$ cat src/rtl/pwm2_pkg.sv
package pwm2_pkg;
  typedef enum logic [1:0] {
    OM_OFF = 2'd0,
    OM_TGL = 2'd1,
    OM_CLR = 2'd2,
    OM_SET = 2'd3
  } out_mode_e;

  localparam int unsigned A_CTRL = 0;
  localparam int unsigned A_TOP  = 1;
  localparam int unsigned A_CNT  = 2;
  localparam int unsigned A_FLAG = 3;
  localparam int unsigned A_CMP0 = 4;

  localparam int unsigned C_RUN    = 0;
  localparam int unsigned C_CTC    = 1;
  localparam int unsigned C_MODE0  = 2;
  localparam int unsigned C_FORCE0 = 8;

  function automatic logic match_act(input out_mode_e m, input logic cur);
    case (m)
      OM_TGL:  return ~cur;
      OM_CLR:  return 1'b0;
      OM_SET:  return 1'b1;
      default: return cur;
    endcase
  endfunction
endpackage

$ cat src/rtl/pwm2_regs.sv
module pwm2_regs
  import pwm2_pkg::*;
#(
  parameter int unsigned CNT_W  = 16,
  parameter int unsigned NUM_CH = 2,   // up to 3 with this control layout
  parameter int unsigned ADDR_W = 3
) (
  input  logic                     clk_i,
  input  logic                     rst_ni,
  input  logic                     we_i,
  input  logic [ADDR_W-1:0]        addr_i,
  input  logic [CNT_W-1:0]         wdata_i,
  output logic [CNT_W-1:0]         rdata_o,
  input  logic [CNT_W-1:0]         cnt_i,
  input  logic [NUM_CH*CNT_W-1:0]  cmp_buf_i,
  input  logic                     top_evt_i,
  input  logic                     ovf_evt_i,
  output logic                     run_o,
  output logic                     ctc_o,
  output logic [2*NUM_CH-1:0]      mode_o,
  output logic [NUM_CH-1:0]        force_o,
  output logic [CNT_W-1:0]         top_o,
  output logic [1:0]               flags_o,
  output logic                     cnt_we_o,
  output logic [NUM_CH-1:0]        cmp_we_o
);
  localparam int unsigned CTRL_W = C_MODE0 + 2 * NUM_CH;

  logic [CTRL_W-1:0] ctrl_q;
  logic [CNT_W-1:0]  top_q;
  logic [1:0]        flag_q;
  logic              wr_ctrl, wr_top, wr_flag;

  assign wr_ctrl  = we_i && (addr_i == ADDR_W'(A_CTRL));
  assign wr_top   = we_i && (addr_i == ADDR_W'(A_TOP));
  assign wr_flag  = we_i && (addr_i == ADDR_W'(A_FLAG));
  assign cnt_we_o = we_i && (addr_i == ADDR_W'(A_CNT));

  for (genvar k = 0; k < NUM_CH; k++) begin : g_cmp_we
    assign cmp_we_o[k] = we_i && (addr_i == ADDR_W'(A_CMP0 + k));
  end

  always_ff @(posedge clk_i or negedge rst_ni) begin
    if (!rst_ni) begin
      ctrl_q <= '0;
      top_q  <= '0;
      flag_q <= '0;
    end else begin
      if (wr_ctrl) ctrl_q <= wdata_i[CTRL_W-1:0];
      if (wr_top)  top_q  <= wdata_i;
      // set wins over a simultaneous clear
      flag_q[0] <= top_evt_i | (flag_q[0] & ~(wr_flag & wdata_i[0]));
      flag_q[1] <= ovf_evt_i | (flag_q[1] & ~(wr_flag & wdata_i[1]));
    end
  end

  assign run_o   = ctrl_q[C_RUN];
  assign ctc_o   = ctrl_q[C_CTC];
  assign mode_o  = ctrl_q[C_MODE0 +: 2*NUM_CH];
  assign force_o = wr_ctrl ? wdata_i[C_FORCE0 +: NUM_CH] : '0;
  assign top_o   = top_q;
  assign flags_o = flag_q;

  always_comb begin
    rdata_o = '0;
    if (addr_i == ADDR_W'(A_CTRL)) rdata_o[CTRL_W-1:0] = ctrl_q;
    if (addr_i == ADDR_W'(A_TOP))  rdata_o = top_q;
    if (addr_i == ADDR_W'(A_CNT))  rdata_o = cnt_i;
    if (addr_i == ADDR_W'(A_FLAG)) rdata_o[1:0] = flag_q;
    for (int k = 0; k < NUM_CH; k++) begin
      if (addr_i == ADDR_W'(A_CMP0 + k)) rdata_o = cmp_buf_i[k*CNT_W +: CNT_W];
    end
  end
endmodule

$ cat src/rtl/pwm2_counter.sv
module pwm2_counter #(
  parameter int unsigned CNT_W = 16
) (
  input  logic             clk_i,
  input  logic             rst_ni,
  input  logic             run_i,
  input  logic [CNT_W-1:0] top_i,
  input  logic             cnt_we_i,
  input  logic [CNT_W-1:0] wdata_i,
  output logic [CNT_W-1:0] cnt_o,
  output logic             wrap_o,
  output logic             roll_o,
  output logic             blk_o
);
  logic [CNT_W-1:0] cnt_q;
  logic             blk_q;

  assign wrap_o = run_i && !cnt_we_i && (cnt_q == top_i);
  assign roll_o = run_i && !cnt_we_i && (cnt_q == '1);

  always_ff @(posedge clk_i or negedge rst_ni) begin
    if (!rst_ni) begin
      cnt_q <= '0;
      blk_q <= 1'b0;
    end else begin
      blk_q <= cnt_we_i;
      if (cnt_we_i)    cnt_q <= wdata_i;
      else if (wrap_o) cnt_q <= '0;
      else if (run_i)  cnt_q <= cnt_q + 1'b1;
    end
  end

  assign cnt_o = cnt_q;
  assign blk_o = blk_q;
endmodule

$ cat src/rtl/pwm2_channel.sv
module pwm2_channel
  import pwm2_pkg::*;
#(
  parameter int unsigned CNT_W = 16
) (
  input  logic             clk_i,
  input  logic             rst_ni,
  input  logic             run_i,
  input  logic             ctc_i,
  input  out_mode_e        mode_i,
  input  logic             wrap_i,
  input  logic             blk_i,
  input  logic [CNT_W-1:0] cnt_i,
  input  logic             cmp_we_i,
  input  logic [CNT_W-1:0] wdata_i,
  input  logic             force_i,
  output logic [CNT_W-1:0] cmp_buf_o,
  output logic [CNT_W-1:0] cmp_act_o,
  output logic             pin_o,
  output logic             pwm_o
);
  logic [CNT_W-1:0] buf_q, act_q;
  logic             pin_q, pin_d, direct, match;

  assign direct = !run_i || ctc_i;
  assign match  = run_i && !blk_i && (cnt_i == act_q);

  always_comb begin
    pin_d = pin_q;
    if (match) pin_d = match_act(mode_i, pin_q);
    // boundary action overrides a match in the same clock
    if (wrap_i && !ctc_i) begin
      if (mode_i == OM_CLR)      pin_d = 1'b1;
      else if (mode_i == OM_SET) pin_d = 1'b0;
    end
    if (force_i) pin_d = match_act(mode_i, pin_q);
  end

  always_ff @(posedge clk_i or negedge rst_ni) begin
    if (!rst_ni) begin
      buf_q <= '0;
      act_q <= '0;
      pin_q <= 1'b0;
    end else begin
      pin_q <= pin_d;
      if (cmp_we_i) buf_q <= wdata_i;
      if (cmp_we_i && direct)    act_q <= wdata_i;
      else if (wrap_i && !ctc_i) act_q <= buf_q;
    end
  end

  assign cmp_buf_o = buf_q;
  assign cmp_act_o = act_q;
  assign pin_o     = pin_q;
  assign pwm_o     = (mode_i == OM_OFF) ? 1'b0 : pin_q;
endmodule

$ cat src/rtl/pwm2_timer.sv
module pwm2_timer
  import pwm2_pkg::*;
#(
  parameter int unsigned CNT_W  = 16,
  parameter int unsigned NUM_CH = 2,
  parameter int unsigned ADDR_W = 3
) (
  input  logic              clk_i,
  input  logic              rst_ni,
  input  logic              we_i,
  input  logic [ADDR_W-1:0] addr_i,
  input  logic [CNT_W-1:0]  wdata_i,
  output logic [CNT_W-1:0]  rdata_o,
  output logic [NUM_CH-1:0] pwm_o
);
  logic                    run, ctc, cnt_we, wrap, roll, blk;
  logic [CNT_W-1:0]        cnt, top;
  logic [2*NUM_CH-1:0]     mode_flat;
  logic [NUM_CH-1:0]       force_v, cmp_we, pin_v;
  logic [NUM_CH*CNT_W-1:0] cmp_buf_flat, cmp_act_flat;
  logic [1:0]              flags;
  logic                    ovf_evt;

  assign ovf_evt = ctc ? roll : wrap;

  pwm2_regs #(.CNT_W(CNT_W), .NUM_CH(NUM_CH), .ADDR_W(ADDR_W)) u_regs (
    .clk_i, .rst_ni, .we_i, .addr_i, .wdata_i, .rdata_o,
    .cnt_i(cnt), .cmp_buf_i(cmp_buf_flat), .top_evt_i(wrap), .ovf_evt_i(ovf_evt),
    .run_o(run), .ctc_o(ctc), .mode_o(mode_flat), .force_o(force_v),
    .top_o(top), .flags_o(flags), .cnt_we_o(cnt_we), .cmp_we_o(cmp_we)
  );

  pwm2_counter #(.CNT_W(CNT_W)) u_cnt (
    .clk_i, .rst_ni, .run_i(run), .top_i(top), .cnt_we_i(cnt_we), .wdata_i,
    .cnt_o(cnt), .wrap_o(wrap), .roll_o(roll), .blk_o(blk)
  );

  for (genvar k = 0; k < NUM_CH; k++) begin : g_ch
    pwm2_channel #(.CNT_W(CNT_W)) u_ch (
      .clk_i, .rst_ni, .run_i(run), .ctc_i(ctc),
      .mode_i(out_mode_e'(mode_flat[2*k +: 2])),
      .wrap_i(wrap), .blk_i(blk), .cnt_i(cnt),
      .cmp_we_i(cmp_we[k]), .wdata_i, .force_i(force_v[k]),
      .cmp_buf_o(cmp_buf_flat[k*CNT_W +: CNT_W]),
      .cmp_act_o(cmp_act_flat[k*CNT_W +: CNT_W]),
      .pin_o(pin_v[k]), .pwm_o(pwm_o[k])
    );
  end
endmodule

$ cat config.mk
export PLATFORM = sky130hd
export DESIGN_NAME = pwm2_timer
export DESIGN_NICKNAME = d
export VERILOG_FILES = /design/src/rtl/pwm2_pkg.sv /design/src/rtl/pwm2_regs.sv /design/src/rtl/pwm2_counter.sv /design/src/rtl/pwm2_channel.sv /design/src/rtl/pwm2_timer.sv
export SDC_FILE = /design/constraint.sdc
export NUM_CORES = 1
export LEC_CHECK = 0
export ABC_AREA = 1
export BUFFER_PORTS_ARGS = -buffer_cell sky130_fd_sc_hd__buf_2
export CAP_MARGIN = 15
export CORE_MARGIN = 2
export CORE_UTILIZATION = 45
export DETAILED_ROUTE_END_ITERATION = 8
export SYNTH_ARGS = -nofsm -noshare
export SYNTH_HDL_FRONTEND = slang
export SYNTH_SLANG_ARGS = --single-unit
$ cat constraint.sdc
create_clock -name clk_i -period 2.1 [get_ports clk_i]
set_clock_uncertainty 0.15 [all_clocks]
set_input_delay 0.105 -clock clk_i [delete_from_list [all_inputs] [get_ports clk_i]]
set_output_delay 0.105 -clock clk_i [all_outputs]
set_load 0.1 [all_outputs]
# Yosys cells after proc, flatten, opt, wreduce, memory -nomap -nowiden

Index checks and enable logic that the tools add are counted.

Register bits after elaboration: 107
Latch bits: 0
Bits in writable memories: 0
Bits in read-only memories: 0
Input bits: 22
Logic and storage cells: 92
Memories kept: 0

Add/subtract/negate cells: 1
$mul: 0
Div/mod/pow operators: 0
$lt $le $gt $ge: 0
Equal/unequal tests: 15
Shift operators: 0
Muxes and demuxes: 29
Bitwise gates (word level): 10
Reduce and logical (&&, ||, !) cells: 26

Operators by type and width:

| cell                                                            | number |
|---|---|
| 16-bit 2-to-1 mux                                               | 11 |
| 16-bit == test                                                  | 3 |
| 16-bit by 1-bit adder with 16-bit output, second input constant | 1 |
| 16-bit == test, second input constant                           | 1 |
| 1-bit logical AND                                               | 15 |
| 1-bit 2-to-1 mux                                                | 13 |
| 2-bit == test, second input constant                            | 4 |
| 3-bit by 2-bit == test with 1-bit output, second input constant | 2 |
| 3-bit == test, second input constant                            | 2 |
| 6-bit 2-to-1 mux                                                | 1 |
| 1-bit one-hot mux with 3 select lines                           | 2 |
| 1-bit bitwise AND                                               | 4 |
| 2-bit by 1-bit == test with 1-bit output, second input constant | 2 |
| 1-bit logical NOT                                               | 4 |
| 2-bit logical NOT                                               | 2 |
| 2-bit 2-to-1 mux                                                | 2 |
| 1-bit NOT                                                       | 4 |
| 2-bit nonzero test                                              | 2 |
| 3-bit by 1-bit == test with 1-bit output, second input constant | 1 |
| 3-bit logical NOT                                               | 1 |
| 3-bit nonzero test                                              | 1 |
| 1-bit bitwise OR                                                | 2 |
| 1-bit logical OR                                                | 1 |

# Longest topological paths before layout

Gate-level depths: netlist of the first run.

Depth in word-level cells: 8
Depth in mapped cells: 13

# Modules after synthesis

Synthesis of the first run repeated with hierarchy kept, for this count alone.

Cell total of the unflattened synthesis: 947
Area, all modules: 6770.2 um^2

Modules (own cells, without submodules):

| module       | instances | cells each | area each (um^2) | seq. area each (um^2) |
|---|---|---|---|---|
| pwm2_channel | 2         | 234        | 1805.5           | 825.8 |
| pwm2_counter | 1         | 251        | 1574.0           | 425.4 |
| pwm2_regs    | 1         | 224        | 1570.3           | 600.6 |
| pwm2_timer   | 1         | 4          | 15.0             | 0.0 |

# Worst setup path after synthesis of the first run

Ideal clock, no wire load.

Path type: input to output
From: in addr_i[0]
To: out rdata_o[10]
Data arrival time: 2.634 ns
Path slack: -0.789 ns
Cell stages on the path: 5
Buffers on the path: 1
Path through: inv_2 > nor2_1 > nand2_1 > clkbuf_1 > o21ai_0

Word-level cells in the longest chain between the ends: 5

RTL lines:

| what                                     | RTL line         | text |
|---|---|---|
| start, declared                          | pwm2_timer.sv:11 | `input logic [ADDR_W-1:0] addr_i,` |
| 3-bit by 1-bit == test with 1-bit output | pwm2_regs.sv:67  | `if (addr_i == ADDR_W'(A_TOP)) rdata_o = top_q;` |
| 16-bit 2-to-1 mux                        | pwm2_regs.sv:67  |  |
| 16-bit 2-to-1 mux                        | pwm2_regs.sv:68  | `if (addr_i == ADDR_W'(A_CNT)) rdata_o = cnt_i;` |
| 16-bit 2-to-1 mux                        | pwm2_regs.sv:71  | `if (addr_i == ADDR_W'(A_CMP0 + k)) rdata_o = cmp_buf_i[k*CNT_W +: CNT_W];` |
| 16-bit 2-to-1 mux (*)                    | pwm2_regs.sv:71  |  |
| end, declared                            | pwm2_timer.sv:13 | `output logic [CNT_W-1:0] rdata_o,` |

Every way passes the cells marked *; elsewhere a longest branch is shown, timed or not.

# Worst setup path in the final report of the first run

From: reg u_cnt.cnt_q[9] (netlist: u_cnt.cnt_o[9])
To: reg g_ch[1].u_ch.act_q[5]

Word-level cells in the longest chain between the ends: 4

RTL lines:

| what                         | RTL line           | text |
|---|---|---|
| start, declared              | pwm2_counter.sv:15 | `logic [CNT_W-1:0] cnt_q;` |
| start signal, assigned       | pwm2_counter.sv:27 | `if (cnt_we_i) cnt_q <= wdata_i;` |
| start signal, assigned       | pwm2_counter.sv:29 | `else if (run_i) cnt_q <= cnt_q + 1'b1;` |
| 16-bit == test               | pwm2_counter.sv:18 | `assign wrap_o = run_i && !cnt_we_i && (cnt_q == top_i);` |
| 1-bit logical AND            | pwm2_counter.sv:18 |  |
| 1-bit logical AND            | pwm2_channel.sv:48 | `else if (wrap_i && !ctc_i) act_q <= buf_q;` |
| 2-bit nonzero test (no line) | -                  |  |
| end signal, assigned         | pwm2_channel.sv:47 | `if (cmp_we_i && direct) act_q <= wdata_i;` |
| end signal, assigned         | pwm2_channel.sv:48 |  |
| end, declared                | pwm2_channel.sv:22 | `logic [CNT_W-1:0] buf_q, act_q;` |

Every way passes these cells.
A chain may end at the register's enable or synchronous reset.

==> impl_metrics.csv, run 1 <==
group,metric,value,unit
synth,synthCells,850,
clocking,cts_buffers,9,
worst_setup_path,critPathKind,"flip-flop to flip-flop",
sta,timing.final.crit_period,2.02,ns
worst_hold_path,hold_start,"wdata_i[9]",
routing,first_pass_iters,5,
routing,routed-via-count,6006,
global_route,grt_max_degree,39,
worst_setup_path,r2r_cells,9,
synth,ys_ff_latch,107,
floorplan,rows,42,
global_route,grt_pass1_wl,31600,um
floorplan,dieArea,14700,um2
worst_hold_path,hold_depth,3,
synth,yosysSeqAreaShare,0.432,
synth,ys_warn_count,0,
clocking,clkLatencyLatePin,0.36,ns
clocking,clk_pin_slew,0.08,ns
worst_hold_path,holdPathEnd,"g_ch[0].u_ch.cmp_buf_o[9]",
sta,slew_viol_final,0,
clocking,cts_max_level,3,
power_and_ir_drop,vdd_drop_max,0.000914,V
routing,final_antenna_net_count,0,
sta,timing.hold.ws,0.0187,ns
worst_setup_path,timing.rr.end,"g_ch[1].u_ch.cmp_act_o[5]",
power_and_ir_drop,totalPowerFinal,8.82,mW
worst_setup_path,regToRegSetupSlack,0.08,ns
synth,synth_common_cells,"nand2_1 (260), dfrtp_1 (107), inv_1 (92)",
synth,synth_area_leaders,"dfrtp_1 (43%), nand2_1 (16%), inv_1 (5.6%)",
routing,vias_per_cell,5.44,
worst_setup_path,endpoint_kind,"flip-flop",
place,finalWeightedCongestion,0.967,
synth,synth.most_common_cell,"nand2_1",
sta,tightest_slew,0.553,ns
clocking,cts_tree,"built",
power_and_ir_drop,p_leak,3.71,nW
routing,first_iter_violations,494,
synth,synth_ff_type,"dfrtp_1",
sta,fmax,495,MHz
worst_setup_path,cp-start-kind,"flip-flop",
cells_and_area,antenna_cells,0,
synth,syn_area_per_cell,7.28,um2
synth,synth-edff-count,0,
synth,synth_top_cell_area_share,0.432,
global_route,antenna_found_initial,0,
synth,synth_area_leader_cell,"dfrtp_1",
floorplan,die_width,121,um
synth,synth_nets,873,
cells_and_area,num-nets-final,946,
run_status,outcome,"finished clean",
floorplan,num_io_pins,40,
worst_setup_path,r2r_start,"u_cnt.cnt_o[9]",
worst_setup_path,crit_fanout,9,
cells_and_area,area_growth,23.6,%
routing,wl,20100,um
clocking,clockBufferDepth,2,
routing,wire_per_inst,18.2,um
synth,async_flop_share,1.00,
power_and_ir_drop,p_per_area,1150,nW/um2
cells_and_area,drive_gt1_frac,0.169,
floorplan,die_h,121,um
place,hpwl,14600,um
worst_hold_path,min_path_type,"primary input to flip-flop",
synth,ys_types,35,
clocking,cts.sinks,107,
global_route,grt_pass1_vias,5682,
worst_setup_path,worstPathArrival,2.15,ns
global_route,grt_overflow_total,0,
synth,synth_area,6190,um2
clocking,root_buffer,"clkbuf_16",
place,io_buffers,39,
global_route,grt_usage,0.288,
worst_setup_path,required,2.23,ns
sta,slew_headroom,0.632,
job,maxCapViolCount,0,
sta,min_period_over_period,0.962,
floorplan,core,13300,um2
routing,drc,0,
sta,finalSetupViolations,0,
floorplan,initial_core_util,0.464,
sta,hold_viol,0,
## where the power goes
part	total, mW	internal [mW]	switching, mW
combinational	3.63	1.35	2.28
clock	2.00	1.17	0.829
sequential	3.19	2.62	0.565
## metrics by stage
| stage | setup slack, ns | area, um2 | util | instances | setup TNS (ns) |
|---|---|---|---|---|---|
| after floorplan | -0.0854 | 6240 | - | 850 | -0.0854 |
| after global placement | -0.0368 | 7040 | 0.528 | 1067 | -0.258 |
| after detailed placement | -0.0798 | 7040 | 0.528 | 1067 | -0.757 |
| after CTS | 0.00399 | 7580 | 0.568 | 1100 | 0 |
| after global routing | -0.0854 | 7650 | 0.573 | 1104 | -0.989 |
| final | 0.0788 | 7650 | 0.573 | 1104 | 0 |
## registers in the layout, indices dropped and copies added, names as in the netlist
| name | flops |
|---|---|
| g_ch.u_ch.cmp_act_o | 32 |
| u_regs.top_o | 16 |
| u_cnt.blk_o | 1 |
| g_ch.u_ch.pin_o | 2 |
| u_regs.flags_o | 2 |
| u_cnt.cnt_o | 16 |
| u_regs.ctrl_q | 6 |
| g_ch.u_ch.cmp_buf_o | 32 |
## what timing repair did
item,CTS,global route
hold buffers,16,0
setup buffers,1,4
endpoints found under the setup margin,32,52
gates resized for setup,4,18
hold endpoints to repair,88,0
pin swaps,2,2
## routing by layer
metal	part of all wire	wire length [um]	vias up	GRT usage
met5	0	0	-	0
met4	0.030	600	0	0.0955
met3	0.058	1160	41	0.0573
met2	0.47	9510	210	0.471
met1	0.44	8800	2872	0.383
li1	-	-	2883	-
## critical path: stages (launching register included)
cell and delay, ns:
dfrtp_1 0.47, xor2_1 0.20, nor2_2 0.18, nand2_1 0.13
nor2_4 0.16, nand3_4 0.20, inv_4 0.13, buf_12 0.14
nand2_1 0.06, o211ai_1 0.09
## area by class of cell
type	instances	area, um2
clock buffer	9	225
clock inverter	7	123
fill	1275	5700
inverter	115	448
multi-input combinational	588	2930
sequential	107	2690
tap	176	220
timing repair buffer	102	1020
## placed cells by master (no fill, tap or decap), types with 2 or more instances in the layout
| cell type | instances |
|---|---|
| inv_2 | 20 |
| nor3_1 | 6 |
| dfrtp_1 | 99 |
| nand2_2 | 5 |
| o2111ai_2 | 2 |
| a21oi_1 | 35 |
| inv_1 | 91 |
| o21bai_1 | 10 |
| o21ai_0 | 56 |
| o211ai_1 | 13 |
| a22oi_1 | 11 |
| clkinvlp_4 | 2 |
| nor2_1 | 57 |
| o22ai_1 | 25 |
| clkbuf_16 | 9 |
| xor2_1 | 18 |
| nand4_1 | 9 |
| bufinv_16 | 3 |
| buf_12 | 21 |
| nand2_1 | 257 |
| buf_6 | 2 |
| nand2_8 | 2 |
| o21a_1 | 2 |
| xnor2_1 | 3 |
| o21ai_1 | 22 |
| buf_4 | 41 |
| nor2_8 | 2 |
| o221ai_1 | 2 |
| dfrtp_2 | 8 |
| nor2_2 | 6 |
| inv_6 | 2 |
| nor2_4 | 4 |
| nand3_1 | 36 |
| dlygate4sd3_1 | 16 |
| buf_2 | 22 |
## cell families after synthesis
family                   after synthesis  share of synthesized area
adder cells (fa/ha/maj)                1                    0.00202
XOR/XNOR                              21                     0.0297
AND/OR/NAND/NOR                      386                      0.262
AO/OA/AOI/OAI                        180                      0.169
buffers and inverters                155                      0.106
flip-flops                           107                      0.432
## how the worst max path moves through the flow
stage,startpoint,cells past startpoint,slack (ns),endpoint
final,u_cnt.cnt_o[9],9,0.08,g_ch[1].u_ch.cmp_act_o[5]
after global routing,u_cnt.cnt_o[7],11,-0.09,g_ch[1].u_ch.cmp_act_o[5]
after CTS,u_cnt.cnt_o[8],12,0.004,g_ch[1].u_ch.cmp_act_o[5]
after detailed placement,u_cnt.cnt_o[15],11,-0.08,g_ch[1].u_ch.cmp_act_o[15]
after global placement,u_cnt.cnt_o[15],11,-0.04,g_ch[1].u_ch.cmp_act_o[15]
after floorplan,addr_i[0],5,-0.09,rdata_o[2]
No activity file was read; power rests on OpenSTA's default activity.
==> inputs of run 2 (changes only) <==
- clock period: 2.1 -> 2.6 ns (I/O delays scaled with it)
==> impl_metrics.csv, run 2 (synthesized netlist as in run 1, its figures left out) <==
group,metric,value,unit
clocking,root_buffer,"clkbuf_16",
worst_hold_path,hold_start,"wdata_i[9]",
floorplan,num_io_pins,40,
power_and_ir_drop,vdd_drop_max,0.000505,V
cells_and_area,layoutNonFillerInstCount,1074,
clocking,clk_pin_slew,0.08,ns
routing,vias_per_cell,5.45,
clocking,cts.sinks,107,
global_route,grt_max_degree,43,
place,hpwl,13600,um
power_and_ir_drop,p_leak,3.49,nW
place,io_buffers,39,
cells_and_area,layout_commonest_cell,"nand2_1",
floorplan,dieArea,14700,um2
sta,grt_setup_unrepaired,"false",
routing,first_pass_iters,4,
cells_and_area,final_cell_mix,"nand2_1 (260), dfrtp_1 (107), inv_1 (92), o21ai_0 (64), nor2_1 (62)",
routing,final_antenna_net_count,0,
global_route,grt_usage,0.270,
cells_and_area,area_growth,13.4,%
floorplan,core,13300,um2
cells_and_area,num-nets-final,916,
routing,wire_per_inst,17.7,um
cells_and_area,final_util,0.526,
routing,drc,0,
cells_and_area,final_cell_area,7020,um2
floorplan,initial_core_util,0.464,
worst_setup_path,crit_fanout,24,
sta,tightest_slew,0.598,ns
routing,first_iter_violations,533,
run_status,outcome,"finished clean",
place,place_inst,1041,
global_route,met2_usage,0.426,
worst_setup_path,crit_path_max_incr_delay,0.51,ns
sta,slew_viol_final,0,
floorplan,rows,42,
place,finalWeightedCongestion,0.947,
global_route,antenna_found_initial,0,
sta,finalSetupViolations,0,
sta,fin_setup_tns,0,ns
worst_setup_path,endpoint_kind,"flip-flop",
job,maxCapViolCount,0,
global_route,grt_pass1_vias,5621,
cells_and_area,num-fill-cells,1342,
sta,hold_viol,0,
sta,slew_headroom,0.600,
worst_setup_path,crit_top_cell,"nand2_1",
sta,min_period_over_period,0.906,
global_route,met3_usage,0.0470,
global_route,grt_overflow_total,0,
worst_hold_path,min_path_type,"primary input to flip-flop",
global_route,grt_pass1_wl,30100,um
place,dpl_cell_area,6530,um2
routing,wl,19000,um
cells_and_area,drive_gt1_frac,0.117,
power_and_ir_drop,p_per_area,944,nW/um2
worst_setup_path,worstPathArrival,2.50,ns
global_route,grt_busiest_layer,"met2",
global_route,grt_util_met1,0.366,
clocking,cts_tree,"built",
worst_setup_path,crit_chain,"inv_2 -> nand2_1 -> nand2_1 -> nor2_1 -> nand2_1 -> nor2_4 -> nand3_4 -> nand2_4 -> nand2_1 -> o21ai_1",
floorplan,die_width,121,um
cells_and_area,antenna_cells,0,
routing,routed-via-count,5851,
clocking,cts_buffers,9,
worst_setup_path,required,2.74,ns
sta,fmax,424,MHz
clocking,cts_max_level,3,
worst_setup_path,r2r_start,"u_cnt.cnt_o[7]",
clocking,clockBufferDepth,2,
worst_setup_path,cp-start-kind,"flip-flop",
worst_setup_path,crit_start,"u_cnt.cnt_o[7]",
clocking,clkLatencyLatePin,0.37,ns
floorplan,die_h,121,um
worst_setup_path,critPathSlowestCell,"dfrtp_1",
sta,timing.final.crit_period,2.36,ns
worst_setup_path,critPathKind,"flip-flop to flip-flop",
[run 2: cell types whose count changed in the layout (fill, tap and decap cells not counted), sizes merged]
cell and change:
buf -31, clkinvlp -2, dlygate4sd3 +1, clkinv +2, clkbuf +1, bufinv -1
[run 2: stage by stage]
step	power (mW)	hold slack (ns)	worst slack, ns
2_1_floorplan	4.49	-0.316	-0.339
3_3_place_gp	5.03	0.0234	0.391
3_5_place_dp	5.06	0.0232	0.336
4_1_cts	6.61	0.0192	0.309
5_1_grt	7.05	0.0709	0.0992
6_report	6.62	0.0449	0.244
[run 2: area by class of cell]
type                            count  area (um2)  area share
Sequential cell                   107        2680       0.381
Inverter                          115         433      0.0617
Tap cell                          176         220      0.0314
Multi-Input combinational cell    588        2860       0.407
Timing Repair Buffer               72         513      0.0731
Clock buffer                       10         229      0.0326
Clock inverter                      6        87.6      0.0125
[run 2: critical path, delay by kind of cell, from the launching register on]
kind / cells / cell delay, ns
DFF: 1 / 0.51
buffers and inverters: 1 / 0.11
and+or+nand+nor: 8 / 1.41
AOI/OAI and AO/OA: 1 / 0.09
[run 2: report_power, final]
part	internal [mW]	switching (mW)
logic	0.802	1.68
clock network	0.850	0.679
registers	2.11	0.513
total	3.76	2.87
[run 2: path summary, 6_finish.rpt]
| path | to | slack, ns | cells after the start |
|---|---|---|---|
| worst min register to register | u_regs.top_o[7] | 0.36 | 2 |
| min in group asynchronous | u_regs.top_o[5] | 0.17 | 2 |
| worst min-delay path | g_ch[1].u_ch.cmp_buf_o[9] | 0.04 | 3 |
| worst max register to register | g_ch[1].u_ch.cmp_act_o[2] | 0.24 | 10 |
| max in group asynchronous | u_regs.top_o[8] | 1.33 | 3 |
| worst max-delay path | g_ch[1].u_ch.cmp_act_o[2] | 0.24 | 10 |
[run 2: layer usage]
layer / wire (um) / vias to the layer above
li1: - / 2813
met1: 8620 / 2816
met2: 8770 / 188
met3: 1010 / 34
met4: 618 / 0
met5: 0 / -
[run 2: repair_timing]
action | CTS | global route
endpoints found under the hold margin | 88 | 0
gates resized for setup | 0 | 0
buffers inserted | 0 | 0
hold buffers | 17 | 0
==> inputs of run 3 (changes only) <==
- ABC_AREA: 1 -> not set
==> impl_metrics.csv, run 3 <==
group,metric,value,unit
run_status,outcome,"finished clean",
synth,synthCells,591,
worst_setup_path,timing.rr.end,"u_cnt.cnt_o[14]",
sta,timing.hold.ws,0.0423,ns
synth,synth_area,6110,um2
routing,routed-via-count,4935,
sta,slew_headroom,0.247,
synth,synth.most_common_cell,"dfrtp_1",
worst_setup_path,regToRegSetupSlack,0.10,ns
routing,wl,19700,um
floorplan,num_io_pins,40,
worst_setup_path,crit_path_max_incr_delay,0.62,ns
synth,synth_ff_type,"dfrtp_1",
worst_setup_path,endpoint_kind,"flip-flop",
worst_hold_path,hold_depth,2,
cells_and_area,num-fill-cells,1183,
cells_and_area,area_growth,16.4,%
power_and_ir_drop,p_per_area,880,nW/um2
global_route,antenna_found_initial,0,
worst_setup_path,r2r_cells,7,
sta,tightest_slew,1.13,ns
floorplan,initial_core_util,0.461,
place,post-place-ws,0.0781,ns
job,maxCapViolCount,0,
clocking,clkLatencyLatePin,0.36,ns
sta,finalSetupViolations,0,
worst_setup_path,crit_fanout,8,
worst_setup_path,r2r_start,"u_cnt.cnt_o[0]",
worst_setup_path,critPathSlowestCell,"or4_1",
floorplan,die_h,121,um
sta,hold_viol,0,
cells_and_area,layout_commonest_cell,"dfrtp_1",
global_route,grt_max_degree,45,
floorplan,dieArea,14500,um2
cells_and_area,final_cell_mix,"dfrtp_1 (107), mux2_2 (56), xnor2_1 (47), a21oi_1 (34), buf_4 (32)",
floorplan,rows,42,
synth,ys_ff_latch,107,
synth,synth_area_leaders,"dfrtp_1 (44%), mux2_2 (10%), xnor2_1 (7.0%)",
clocking,cts_buffers,9,
clocking,root_buffer,"clkbuf_16",
synth,async_flop_share,1.00,
clocking,postCtsSetupBuffers,0,
routing,vias_per_cell,6.04,
sta,slew_viol_final,0,
floorplan,core,13200,um2
floorplan,die_width,121,um
clocking,clk_pin_slew,0.07,ns
sta,fin_setup_tns,0,ns
synth,yosysSeqAreaShare,0.438,
worst_setup_path,path_buf_inv,0,
clocking,clockBufferDepth,2,
power_and_ir_drop,p_leak,2.93,nW
sta,min_period_over_period,0.960,
worst_setup_path,required,2.69,ns
worst_setup_path,crit_chain,"ha_1 -> nand3_1 -> or4_1 -> nor2_2 -> nand3_1 -> xor2_1 -> o21ai_1",
global_route,grt_usage,0.287,
cells_and_area,regArea,2680,um2
clocking,cts_max_level,3,
worst_hold_path,hold_start,"wdata_i[8]",
routing,drc,0,
synth,ys_types,52,
synth,ys_warn_count,0,
clocking,cts_tree,"built",
cells_and_area,num-nets-final,660,
sta,grt_setup_unrepaired,"false",
synth,synth-edff-count,0,
worst_setup_path,crit_top_cell,"nand3_1",
global_route,grt_overflow_total,0,
routing,first_pass_iters,5,
place,finalWeightedCongestion,0.955,
routing,final_antenna_net_count,0,
place,io_buffers,39,
cells_and_area,drive_gt1_frac,0.282,
routing,wire_per_inst,24.1,um
synth,synth_common_cells,"dfrtp_1 (107), mux2_2 (56), xnor2_1 (49)",
power_and_ir_drop,vdd_drop_max,0.000461,V
sta,fmax,401,MHz
synth,synth_nets,614,
global_route,grt_pass1_wl,30600,um
cells_and_area,antenna_cells,0,
synth,synth_top_cell_area_share,0.438,
synth,synth_area_leader_cell,"dfrtp_1",
clocking,cts.sinks,107,
routing,first_iter_violations,454,
worst_setup_path,critPathKind,"flip-flop to flip-flop",
worst_setup_path,worstPathArrival,2.58,ns
global_route,grt_pass1_vias,5045,
worst_setup_path,cp-start-kind,"flip-flop",
place,hpwl,14200,um
cells_and_area,final_util,0.537,
synth,syn_area_per_cell,10.3,um2
cells_and_area,multi_input_area,3140,um2
sta,timing.final.crit_period,2.50,ns
worst_hold_path,holdPathEnd,"u_regs.top_o[8]",
sta,postLayoutSetupSlackWorst,0.103,ns
worst_hold_path,min_path_type,"primary input to flip-flop",
worst_setup_path,cpLargestDelayFamily,"simple AND/OR/NAND/NOR gates",
## run 3: report_power, final
| group | internal (mW) | leakage (nW) | switching (mW) |
|---|---|---|---|
| Clock | 0.677 | 0.139 | 0.650 |
| Sequential | 2.07 | 1.29 | 0.617 |
| Combinational | 0.979 | 1.50 | 1.26 |
| Total | 3.73 | 2.93 | 2.53 |
## run 3: worst max path at each step
stage                               to  cells after the start  slack, ns      startpoint
floorplan                   rdata_o[1]                      5      -0.11       addr_i[1]
global placement       u_cnt.cnt_o[14]                      7       0.06  u_cnt.cnt_o[0]
detailed placement     u_cnt.cnt_o[14]                      7       0.08  u_cnt.cnt_o[0]
CTS                    u_cnt.cnt_o[14]                      7       0.06  u_cnt.cnt_o[0]
global route        g_ch[1].u_ch.pin_o                      8      0.003  u_cnt.cnt_o[8]
finish                 u_cnt.cnt_o[14]                      7       0.10  u_cnt.cnt_o[0]
## run 3: metrics by stage
stage	cells	power [mW]	area, um2
final	817	6.26	7110
after detailed placement	787	4.89	6670
after floorplan	591	4.26	6160
after global routing	817	6.57	7110
after global placement	787	4.87	6670
after CTS	817	6.24	7090
## run 3: kinds of logic (layout without fill, tap and decap cells)
kind of cell    count (synthesis)  after routing  share of synthesized area
simple gates                  151            151                      0.142
compound gates                137            137                      0.155
flops                         107            107                      0.438
mux                            72             72                      0.129
buf+inv                        71            121                     0.0590
xor+xnor                       52             52                     0.0745
fa+ha+maj                       1              1                    0.00205
## run 3: cell type report
class / instances / share of cell area
tap: 176 / 0.0310
multi-input combinational: 413 / 0.442
clock buffer: 10 / 0.0336
clock inverter: 5 / 0.00510
inverter: 20 / 0.0106
timing repair buffer: 86 / 0.101
sequential: 107 / 0.377
## run 3: what timing repair did
item,CTS,global route
hold buffers,15,0
gates resized for setup,0,3
endpoints found under the hold margin,100,0
endpoints found under the setup margin,0,3
## run 3: metal layers
layer  share of wire  vias to the layer above  global-route usage
li1                -                     2242                   -
met2            0.47                      186               0.448
met5               0                        -                   0
met1            0.44                     2461               0.389
met3           0.060                       46              0.0547
met4           0.037                        0               0.126
